### src/rtl/fmaPkg.sv
package fmaPkg;
  // binary32 field layout
  localparam int EXP_W   = 8;
  localparam int FRAC_W  = 23;
  localparam int WORD_W  = 1 + EXP_W + FRAC_W;
  localparam int SIG_W   = FRAC_W + 1;
  localparam int PROD_W  = 2 * SIG_W;
  localparam int EXT_W   = 3;                 // extra low bits kept during alignment
  localparam int ALIGN_W = PROD_W + EXT_W;
  localparam int SUM_W   = ALIGN_W + 1;       // one carry bit on top
  localparam int LZ_W    = $clog2(SUM_W + 1);
  localparam int EXPI_W  = EXP_W + 3;         // signed internal exponent
  localparam int BIAS    = (1 << (EXP_W - 1)) - 1;
  localparam int EXP_MAX = (1 << EXP_W) - 1;
  localparam int LATENCY = 4;
  localparam int GUARD_POS = SUM_W - 1 - SIG_W;

  localparam logic [WORD_W-1:0] QNAN = {1'b0, {EXP_W{1'b1}}, 1'b1, {(FRAC_W-1){1'b0}}};

  typedef logic signed [EXPI_W-1:0] sexp_t;

  // exponent given to a zero operand so the other term always dominates
  localparam sexp_t EXP_FLOOR = sexp_t'(-(1 << (EXPI_W - 2)));

  typedef struct packed {
    logic nan;
    logic inf;
    logic infSign;
    logic bothZero;
    logic zeroSign;
  } special_t;

  typedef struct packed {
    special_t            sp;
    logic                pSign;
    logic                cSign;
    sexp_t               pExp;
    sexp_t               cExp;
    logic [PROD_W-1:0]   prod;
    logic [SIG_W-1:0]    cSig;
  } stage1_t;

  typedef struct packed {
    special_t            sp;
    logic                bigSign;
    logic                effSub;
    sexp_t               bigExp;
    logic [ALIGN_W-1:0]  bigSig;
    logic [ALIGN_W-1:0]  smallSig;
  } stage2_t;

  typedef struct packed {
    special_t            sp;
    logic                sign;
    sexp_t               exp;
    logic [SUM_W-1:0]    norm;
  } stage3_t;

  // stage load strobes from control to datapath
  typedef struct packed {
    logic [LATENCY-1:0] load;
  } strobe_t;

  function automatic logic [LZ_W-1:0] leadZeros(input logic [SUM_W-1:0] v);
    logic [LZ_W-1:0] n;
    n = LZ_W'(SUM_W);
    for (int i = 0; i < SUM_W; i++) begin
      if (v[i]) n = LZ_W'(SUM_W - 1 - i);
    end
    return n;
  endfunction
endpackage

### src/rtl/fmaCtrl.sv
module fmaCtrl
  import fmaPkg::*;
#(
  parameter int TAG_W = 4
) (
  input  logic             clk,
  input  logic             rstN,
  input  logic             inValid,
  input  logic [TAG_W-1:0] inTag,
  output strobe_t          strobes,
  output logic             outValid,
  output logic [TAG_W-1:0] outTag
);
  logic [LATENCY-1:0] validQ;
  logic [TAG_W-1:0]   tagQ [LATENCY];

  for (genvar i = 0; i < LATENCY; i++) begin : gStage
    logic             validIn;
    logic [TAG_W-1:0] tagIn;
    if (i == 0) begin : gFirst
      assign validIn = inValid;
      assign tagIn   = inTag;
    end else begin : gNext
      assign validIn = validQ[i-1];
      assign tagIn   = tagQ[i-1];
    end

    always_ff @(posedge clk or negedge rstN) begin
      if (!rstN) begin
        validQ[i] <= 1'b0;
        tagQ[i]   <= '0;
      end else begin
        validQ[i] <= validIn;
        if (validIn) tagQ[i] <= tagIn;
      end
    end

    assign strobes.load[i] = validIn;
  end

  assign outValid = validQ[LATENCY-1];
  assign outTag   = tagQ[LATENCY-1];
endmodule

### src/rtl/fmaDatapath.sv
module fmaDatapath
  import fmaPkg::*;
(
  input  logic              clk,
  input  logic              rstN,
  input  strobe_t           strobes,
  input  logic [WORD_W-1:0] opA,
  input  logic [WORD_W-1:0] opB,
  input  logic [WORD_W-1:0] opC,
  output logic [WORD_W-1:0] result
);
  stage1_t s1n, s1q;
  stage2_t s2n, s2q;
  stage3_t s3n, s3q;
  logic [WORD_W-1:0] resN;

  // ---------------- stage 1: unpack, classify, multiply ----------------
  logic [EXP_W-1:0]  aE, bE, cE;
  logic [FRAC_W-1:0] aF, bF, cF;
  logic aZero, bZero, cZero, aNan, bNan, cNan, aInf, bInf, cInf;
  logic pNan, pInf, pZero;
  logic [SIG_W-1:0] sigA, sigB;

  always_comb begin
    aE = opA[FRAC_W +: EXP_W];  aF = opA[FRAC_W-1:0];
    bE = opB[FRAC_W +: EXP_W];  bF = opB[FRAC_W-1:0];
    cE = opC[FRAC_W +: EXP_W];  cF = opC[FRAC_W-1:0];
    aZero = (aE == '0); bZero = (bE == '0); cZero = (cE == '0);
    aNan = (aE == '1) && (aF != '0); aInf = (aE == '1) && (aF == '0);
    bNan = (bE == '1) && (bF != '0); bInf = (bE == '1) && (bF == '0);
    cNan = (cE == '1) && (cF != '0); cInf = (cE == '1) && (cF == '0);
    pNan  = aNan | bNan | (aInf & bZero) | (bInf & aZero);
    pInf  = aInf | bInf;
    pZero = aZero | bZero;
    sigA  = aZero ? '0 : {1'b1, aF};
    sigB  = bZero ? '0 : {1'b1, bF};

    s1n.pSign = opA[WORD_W-1] ^ opB[WORD_W-1];
    s1n.cSign = opC[WORD_W-1];
    s1n.sp.nan      = pNan | cNan | (pInf & cInf & (s1n.pSign != s1n.cSign));
    s1n.sp.inf      = pInf | cInf;
    s1n.sp.infSign  = pInf ? s1n.pSign : s1n.cSign;
    s1n.sp.bothZero = pZero & cZero;
    s1n.sp.zeroSign = s1n.pSign & s1n.cSign;
    s1n.prod = PROD_W'(sigA) * PROD_W'(sigB);
    // exponent of the product's top bit: ea + eb - bias + 1
    s1n.pExp = pZero ? EXP_FLOOR
             : sexp_t'({{(EXPI_W-EXP_W){1'b0}}, aE}) + sexp_t'({{(EXPI_W-EXP_W){1'b0}}, bE})
               - sexp_t'(BIAS - 1);
    s1n.cExp = cZero ? EXP_FLOOR : sexp_t'({{(EXPI_W-EXP_W){1'b0}}, cE});
    s1n.cSig = cZero ? '0 : {1'b1, cF};
  end

  // ---------------- stage 2: align the smaller term ----------------
  logic [ALIGN_W-1:0] pSigW, cSigW, smallRaw, shifted;
  logic [EXPI_W-1:0]  shiftAmt;
  sexp_t              smallExp;
  logic               lost, pIsBig;

  always_comb begin
    pSigW  = {s1q.prod, {EXT_W{1'b0}}};
    cSigW  = {s1q.cSig, {(ALIGN_W-SIG_W){1'b0}}};
    pIsBig = (s1q.pExp >= s1q.cExp);
    s2n.sp       = s1q.sp;
    s2n.effSub   = s1q.pSign ^ s1q.cSign;
    s2n.bigSign  = pIsBig ? s1q.pSign : s1q.cSign;
    s2n.bigExp   = pIsBig ? s1q.pExp  : s1q.cExp;
    s2n.bigSig   = pIsBig ? pSigW     : cSigW;
    smallExp     = pIsBig ? s1q.cExp  : s1q.pExp;
    smallRaw     = pIsBig ? cSigW     : pSigW;
    shiftAmt     = s2n.bigExp - smallExp;
    if (shiftAmt >= EXPI_W'(ALIGN_W)) begin
      shifted = '0;
      lost    = |smallRaw;
    end else begin
      shifted = smallRaw >> shiftAmt;
      lost    = |(smallRaw & ~({ALIGN_W{1'b1}} << shiftAmt));
    end
    // bits shifted out collapse into a sticky LSB
    s2n.smallSig = shifted | {{(ALIGN_W-1){1'b0}}, lost};
  end

  // ---------------- stage 3: add / subtract, normalise ----------------
  logic [SUM_W-1:0] addRes, subRes, mag;
  logic [LZ_W-1:0]  lz;

  always_comb begin
    addRes = {1'b0, s2q.bigSig} + {1'b0, s2q.smallSig};
    subRes = {1'b0, s2q.bigSig} - {1'b0, s2q.smallSig};
    s3n.sp = s2q.sp;
    if (!s2q.effSub) begin
      mag = addRes;   s3n.sign = s2q.bigSign;
    end else if (subRes[SUM_W-1]) begin
      mag = -subRes;  s3n.sign = ~s2q.bigSign;
    end else begin
      mag = subRes;   s3n.sign = s2q.bigSign;
    end
    lz       = leadZeros(mag);
    s3n.norm = mag << lz;
    s3n.exp  = s2q.bigExp + sexp_t'(1) - sexp_t'({{(EXPI_W-LZ_W){1'b0}}, lz});
  end

  // ---------------- stage 4: round to nearest even, pack ----------------
  logic [FRAC_W-1:0] keep;
  logic [FRAC_W:0]   fracR;
  logic              guardBit, stickyBit, roundUp;
  sexp_t             expR;

  always_comb begin
    keep      = s3q.norm[SUM_W-2 : GUARD_POS+1];
    guardBit  = s3q.norm[GUARD_POS];
    stickyBit = |s3q.norm[GUARD_POS-1:0];
    roundUp   = guardBit & (stickyBit | keep[0]);
    fracR     = {1'b0, keep} + {{FRAC_W{1'b0}}, roundUp};
    expR      = s3q.exp + sexp_t'({{(EXPI_W-1){1'b0}}, fracR[FRAC_W]});
    if (s3q.sp.nan)
      resN = QNAN;
    else if (s3q.sp.inf)
      resN = {s3q.sp.infSign, {EXP_W{1'b1}}, {FRAC_W{1'b0}}};
    else if (!s3q.norm[SUM_W-1])
      resN = {s3q.sp.bothZero & s3q.sp.zeroSign, {(WORD_W-1){1'b0}}};
    else if (expR < sexp_t'(1))
      resN = {s3q.sign, {(WORD_W-1){1'b0}}};
    else if (expR >= sexp_t'(EXP_MAX))
      resN = {s3q.sign, {EXP_W{1'b1}}, {FRAC_W{1'b0}}};
    else
      resN = {s3q.sign, expR[EXP_W-1:0], fracR[FRAC_W-1:0]};
  end

  // ---------------- stage registers, loaded on control strobes ----------------
  always_ff @(posedge clk or negedge rstN) begin
    if (!rstN) begin
      s1q    <= '0;
      s2q    <= '0;
      s3q    <= '0;
      result <= '0;
    end else begin
      if (strobes.load[0]) s1q    <= s1n;
      if (strobes.load[1]) s2q    <= s2n;
      if (strobes.load[2]) s3q    <= s3n;
      if (strobes.load[3]) result <= resN;
    end
  end
endmodule

### src/rtl/fmaUnit.sv
module fmaUnit
  import fmaPkg::*;
#(
  parameter int TAG_W = 4
) (
  input  logic             clk,
  input  logic             rstN,
  input  logic             inValid,
  input  logic [TAG_W-1:0] inTag,
  input  logic [31:0]      opA,
  input  logic [31:0]      opB,
  input  logic [31:0]      opC,
  output logic             outValid,
  output logic [TAG_W-1:0] outTag,
  output logic [31:0]      outResult
);
  strobe_t strobes;

  fmaCtrl #(.TAG_W(TAG_W)) ctrl (
    .clk(clk), .rstN(rstN), .inValid(inValid), .inTag(inTag),
    .strobes(strobes), .outValid(outValid), .outTag(outTag)
  );

  fmaDatapath datapath (
    .clk(clk), .rstN(rstN), .strobes(strobes),
    .opA(opA), .opB(opB), .opC(opC), .result(outResult)
  );
endmodule

### config.mk
export PLATFORM = sky130hd
export DESIGN_NAME = fmaUnit
export DESIGN_NICKNAME = d
export VERILOG_FILES = /design/src/rtl/fmaPkg.sv /design/src/rtl/fmaCtrl.sv /design/src/rtl/fmaDatapath.sv /design/src/rtl/fmaUnit.sv
export SDC_FILE = /design/constraint.sdc
export NUM_CORES = 2
export LEC_CHECK = 0
export BUFFER_PORTS_ARGS = -buffer_cell sky130_fd_sc_hd__buf_2
export CAP_MARGIN = 20
export CORE_MARGIN = 10
export CORE_UTILIZATION = 50
export DETAILED_ROUTE_END_ITERATION = 10
export HOLD_SLACK_MARGIN = 0.05
export PLACE_DENSITY = 0.78
export SETUP_SLACK_MARGIN = 0.4
export SYNTH_ARGS = -nofsm -noshare
export SYNTH_HDL_FRONTEND = slang
export SYNTH_HIERARCHICAL = 1
export SYNTH_SLANG_ARGS = --single-unit
### constraint.sdc
create_clock -name clk -period 8.3 [get_ports clk]
set_clock_uncertainty 0.1 [all_clocks]
set_input_delay 0.83 -clock clk [delete_from_list [all_inputs] [get_ports clk]]
set_output_delay 0.83 -clock clk [all_outputs]
set_load 0.05 [all_outputs]
==> Yosys cells after proc, flatten, opt, wreduce, memory -nomap -nowiden <==
Cells that the tools add are included.
{ "totals": {"word_cells": 175, "ff_bits": 342, "mem_count": 0, "latch_bits": 0, "out_inout_bits": 37, "ramBits": 0, "rom_bits": 0} }
{ "op_classes": {"n_eq_ne": 4, "order_cmp": 4, "bitwise_logic": 23, "n_reduce_logical": 18, "shift": 3, "n_addsub": 10, "mul": 1, "n_mux": 74, "n_div": 0} }
{ "ops": {"columns": ["cell", "count"], "rows": [
  ["6-bit two-way mux", 32],
  ["51-bit two-way mux", 3],
  ["52-bit two-way mux", 2],
  ["51-bit OR reduction", 2],
  ["32-bit two-way mux", 3],
  ["5-bit two-way mux", 16],
  ["24-bit two-way mux", 3],
  ["23-bit logical NOT", 3],
  ["23-bit nonzero test", 3],
  ["31-bit two-way mux", 2],
  ["51-bit by 51-bit adder with 52-bit output", 1],
  ["52-bit negator", 1],
  ["52-bit by 6-bit left shift with 52-bit output", 1],
  ["51-bit by 51-bit subtractor with 52-bit output", 1],
  ["51-bit AND", 1],
  ["51-bit inverter", 1],
  ["51-bit by 1-bit OR with 51-bit output", 1],
  ["51-bit by 11-bit left shift with 51-bit output, first input constant", 1],
  ["51-bit by 11-bit right shift with 51-bit output", 1],
  ["24-bit by 24-bit multiplier with 48-bit output", 1],
  ["11-bit two-way mux", 4],
  ["27-bit OR reduction", 1],
  ["23-bit by 1-bit adder with 24-bit output", 1],
  ["8-bit equality test, second input constant", 3],
  ["other kinds (19)", 49]
]} }

==> Depth between registers and ports, before layout <==
{ "depth": {"ltp_word": 57, "mapped_depth": 40, "depth_no_buf": 38} }

==> Modules after synthesis <==
The synthesis kept the hierarchy.
{ "by_module_without_submodules": {"columns": ["mod", "area_per_inst_um2", "seq_area_each_um2", "n_inst", "cells_per_inst"], "rows": [
  ["fmaDatapath", 48834.3, 7882.6, 1, 5928],
  ["fmaCtrl", 710.7, 500.5, 1, 40]
]} }

==> Worst setup path after synthesis <==
No wires, ideal clock.
{ "synth_timing": {"kind": "input to register", "from": "input opA[27]", "to": "register datapath.s1q (netlist bit datapath/pSigW[49])", "n_path_buf": 3, "t_arrival_ns": 9.064, "cell_stages": 33, "setup_slack_ns": -0.989, "t_required_ns": 8.075, "path_cell_list": "nor4_1 nand2_1 clkbuf_1 and3_1 clkbuf_1 and2_1 fa_1 inv_1 fa_1 fa_1 inv_1 fa_1 fa_1 fa_1 fa_1 ha_1 clkbuf_1 a211oi_1 o21ai_0 a21o_1 a221o_1 a21bo_2 a211oi_1 o31ai_1 o221ai_1 o21ai_0 o21ai_0 nand2b_1 a2111oi_0 nor3_1 a21oi_1 xnor2_1 mux2_2"} }
{ "synth_via": {"elab_chain_len": 3} }
{ "synth_lines": {"columns": ["item", "line", "text"], "rows": [
  ["start, declared", "fmaUnit.sv:10", "input logic [31:0] opA,"],
  ["8-bit logical NOT", "fmaDatapath.sv:28", "aZero = (aE == '0); bZero = (bE == '0); cZero = (cE == '0);"],
  ["24-bit two-way mux", "fmaDatapath.sv:35", "sigA = aZero ? '0 : {1'b1, aF};"],
  ["24-bit by 24-bit multiplier with 48-bit output", "fmaDatapath.sv:45", "s1n.prod = PROD_W'(sigA) * PROD_W'(sigB);"],
  ["end signal, assigned", "fmaDatapath.sv:138", "if (strobes.load[0]) s1q <= s1n;"],
  ["end, declared", "fmaDatapath.sv:12", "stage1_t s1n, s1q;"]
]} }
Every way passes these cells.
A chain may end at the register's enable or synchronous reset.

==> Worst setup path in the final report <==
{ "layout_timing": {"from": "input opB[26]", "to": "register datapath.s1q (netlist bit datapath/pSigW[49])"} }
{ "layout_via": {"elab_chain_len": 3} }
{ "layout_lines": {"columns": ["item", "line", "text"], "rows": [
  ["start, declared", "fmaUnit.sv:11", "input logic [31:0] opB,"],
  ["8-bit logical NOT", "fmaDatapath.sv:28", null],
  ["24-bit two-way mux", "fmaDatapath.sv:36", "sigB = bZero ? '0 : {1'b1, bF};"],
  ["24-bit by 24-bit multiplier with 48-bit output", "fmaDatapath.sv:45", null]
]} }
Every way passes these cells.

==> impl_results.md <==
* Status: finished, violations left
* Violated checks: negative setup slack
* Final setup violation count at 7
* Fin. Hold Viols at 0
* Min Hold Slack at 167 ps
* CTS tree: yes
* Nets@finish at 7147
* 1st-pass router iterations at 6
* Total Routing Usage GR at 0.297
* R2R Setup Slk at 510 ps
* Detailed-route vias per instance at 6.31
* RSZ-0062 raised after global routing: yes
* CP startpoint: opB[26]
* WS Path Type: input pin to register
* Cell variety after synth at 103
* Post-CTS Hold Buffers at 0
* Final WL at 173 mm
* CP peak stage delay at 540 ps
* Top_reg_cell synth: dfrtp_1
* Yosys top cell by area: fa_1
* Iter 0 DRT Violations at 5086
* Clock insertion delay at the later pin of the skew report at 570 ps
* HP Class: input pin to asynchronous set/reset pin
* Syn nets at 6872
* CP max FO at 5
* Max-slew violation count at 0
* Largest cells by area after synthesis: fa_1 (20%), dfrtp_1 (17%), ha_1 (8.0%)
* Mapped Cells at 5968
* Post-DP HPWL at 136 mm
* Routed via count at 47700
* GR peak layer: met2
* Critical path required time at 8650 ps
* Diodes inserted at 0
* Crit path top cell by count: fa_1
* Rows at 115
* M3 GR Usage at 0.0481
* Die area at 112000 um^2
* Final worst slack at -384 ps
* Number of remaining DRC errors at 0
* Clock sinks at 335
* I/O pin count at 140
* Sequential element share of the synthesized area at 0.169
* Worst setup SP type: input pin
* CTS buffer count at 38
* Initial Util at 0.503
* Layout cells sized above 1 at 0.172
* Syn Area/Cell at 8.30 um^2
* R2R depth at 28
* IO buf count at 139
* EDFF count, synth at 0
* Flops & latches, synth at 335
* Async set-reset flop share out of synthesis at 1.00
* GPL Wtd Cong at 1.04
* Largest net degree at the start of global routing at 157
* CP max-delay cell: fa_1
* Area growth syn-to-layout at 14.5%
* Clock slew at reported path FFs at 60 ps
* Synthesized area at 49500 um^2
* Grt met2 use at 0.486
* Root Buffer: clkbuf_16
* First-pass GRT wire length at 267 mm
* Vias in the first global route at 47600
* Max Freq at 115 MHz
* Final Util at 0.576
* Worst setup path end: datapath/pSigW[49]$_DFFE_PN0P_
* Worst slew margin at 0.263
* Min Tclk post-route at 8680 ps
* Final worst-path cycle share at 1.05
* Synth top area share at 0.196
* Synth warn at 6
* Element type at the critical path end: register
* WP data arrival at 9030 ps
* Max Cap Violations at 0
* CTS max path bufs at 3
* CTS HTree Levels at 2
* Antenna violations before repair at 2
* R2R Path End: datapath/s3q[61]$_DFFE_PN0P_
* Chip height at 335 um
* Die X at 335 um
* Total gr overflow at 0
* Leading cell type in the layout, fill and taps excluded: nand2_1
* Grt met1 use at 0.372
* Place WS at -1010 ps
* Wire length per cell at 22.9 um
* Worst r2r src: datapath/s2q[54]$_DFFE_PN0P_
* Post-DRT Antenna Nets at 0
* Most frequent cells in the layout: nand2_1 (726), inv_1 (649), fa_1 (477), buf_4 (439), nor2_1 (349)
* Core footprint at 98400 um^2
* Worst-margin pin slew at 1080 ps
stage by stage:
step	TNS, ps	cell area, um^2	std cells
global placement	-7260	54000	7434
global route	-3830	56700	7559
CTS	-1190	55600	7515
detailed placement	-8260	54000	7434
finish	-1510	56700	7559
floorplan	-629	50000	5968
cells in the mapped netlist (14+ instances only):
library cell / number
nand2b_1: 35
nor2_1: 354
o21bai_1: 34
a31oi_1: 92
inv_1: 665
a22oi_1: 35
o31ai_1: 48
or3_1: 53
and3_1: 103
a21oi_1: 255
buf_2: 23
a2111oi_0: 14
a211oi_1: 45
or2_2: 23
dfrtp_1: 335
ha_1: 316
mux2i_1: 190
o31a_1: 14
o2bb2ai_1: 61
o211ai_1: 72
clkbuf_1: 315
o22ai_1: 81
mux2_2: 129
o21a_1: 38
xor2_1: 35
nand3_1: 167
and2_1: 173
nor4_1: 59
buf_1: 27
or4_1: 20
a21o_1: 44
fa_1: 485
nor3_1: 120
o211a_1: 14
o32ai_1: 15
nor2b_1: 39
a22o_1: 36
nand2_1: 734
o221ai_1: 21
nand4_1: 60
xnor2_1: 129
o21ai_0: 207
flip-flops by register name, summed over array words and instances, names as in the netlist:
name,flops
datapath/result,32
datapath/s2q,116
datapath/s3q,45
ctrl/outValid,1
datapath/s1q,26
ctrl/outTag,4
ctrl/gStage.validIn,3
datapath/pSigW,48
datapath/guardBit,1
ctrl/gStage.tagIn,12
datapath/keep,23
datapath/cSigW,24
final cells by class:
cell class | count | area [um^2]
clock buffer | 52 | 1070
clock inverter | 17 | 209
fill | 8713 | 41700
inverter | 670 | 2520
multi-input combinational | 4593 | 38400
sequential | 335 | 8390
tap | 1287 | 1610
timing repair buffer | 605 | 4510
per-layer routing:
metal / wire length (um) / vias to the layer above
li1: - / 21200
met1: 66700 / 23300
met2: 79900 / 2503
met3: 15400 / 652
met4: 11200 / 2
met5: 13 / -
worst min-delay path by stage:
stage | to | slack, ps | cells after the start
final | datapath/s2q[9]$_DFFE_PN0P_ | 170 | 1
after global routing | datapath/s2q[9]$_DFFE_PN0P_ | 240 | 1
after CTS | datapath/s2q[9]$_DFFE_PN0P_ | 220 | 1
after detailed placement | datapath/result[12]$_DFFE_PN0P_ | 370 | 1
after global placement | datapath/s1q[98]$_DFFE_PN0P_ | 370 | 2
after floorplan | datapath/s1q[98]$_DFFE_PN0P_ | 350 | 2
cell families after synthesis:
group / share of synthesized area
AND/OR/NAND/NOR: 0.195
AO/OA/AOI/OAI: 0.179
adder cells (fa/ha/maj): 0.276
multiplexers: 0.0716
flip-flops: 0.169
buffers and inverters: 0.0801
XOR/XNOR: 0.0290
worst max-delay path, delay by kind of cell:
family	cells	cell delay, ps
adders and majority gates	8	3670
and+or+nand+nor	6	1000
AOI/OAI and AO/OA	12	2460
xor gates and xnor gates	1	90
muxes	1	250
buffers and inverters	7	730
timing repair:
action,4_1_cts,5_1_grt
pin swaps,9,79
cloned,3,1
gates resized for setup,44,179
buffers inserted,9,42
endpoints found under the setup margin,16,73
Power is not shown: default switching activity piles up to over one toggle a cycle in this logic, so the estimate is an artifact.
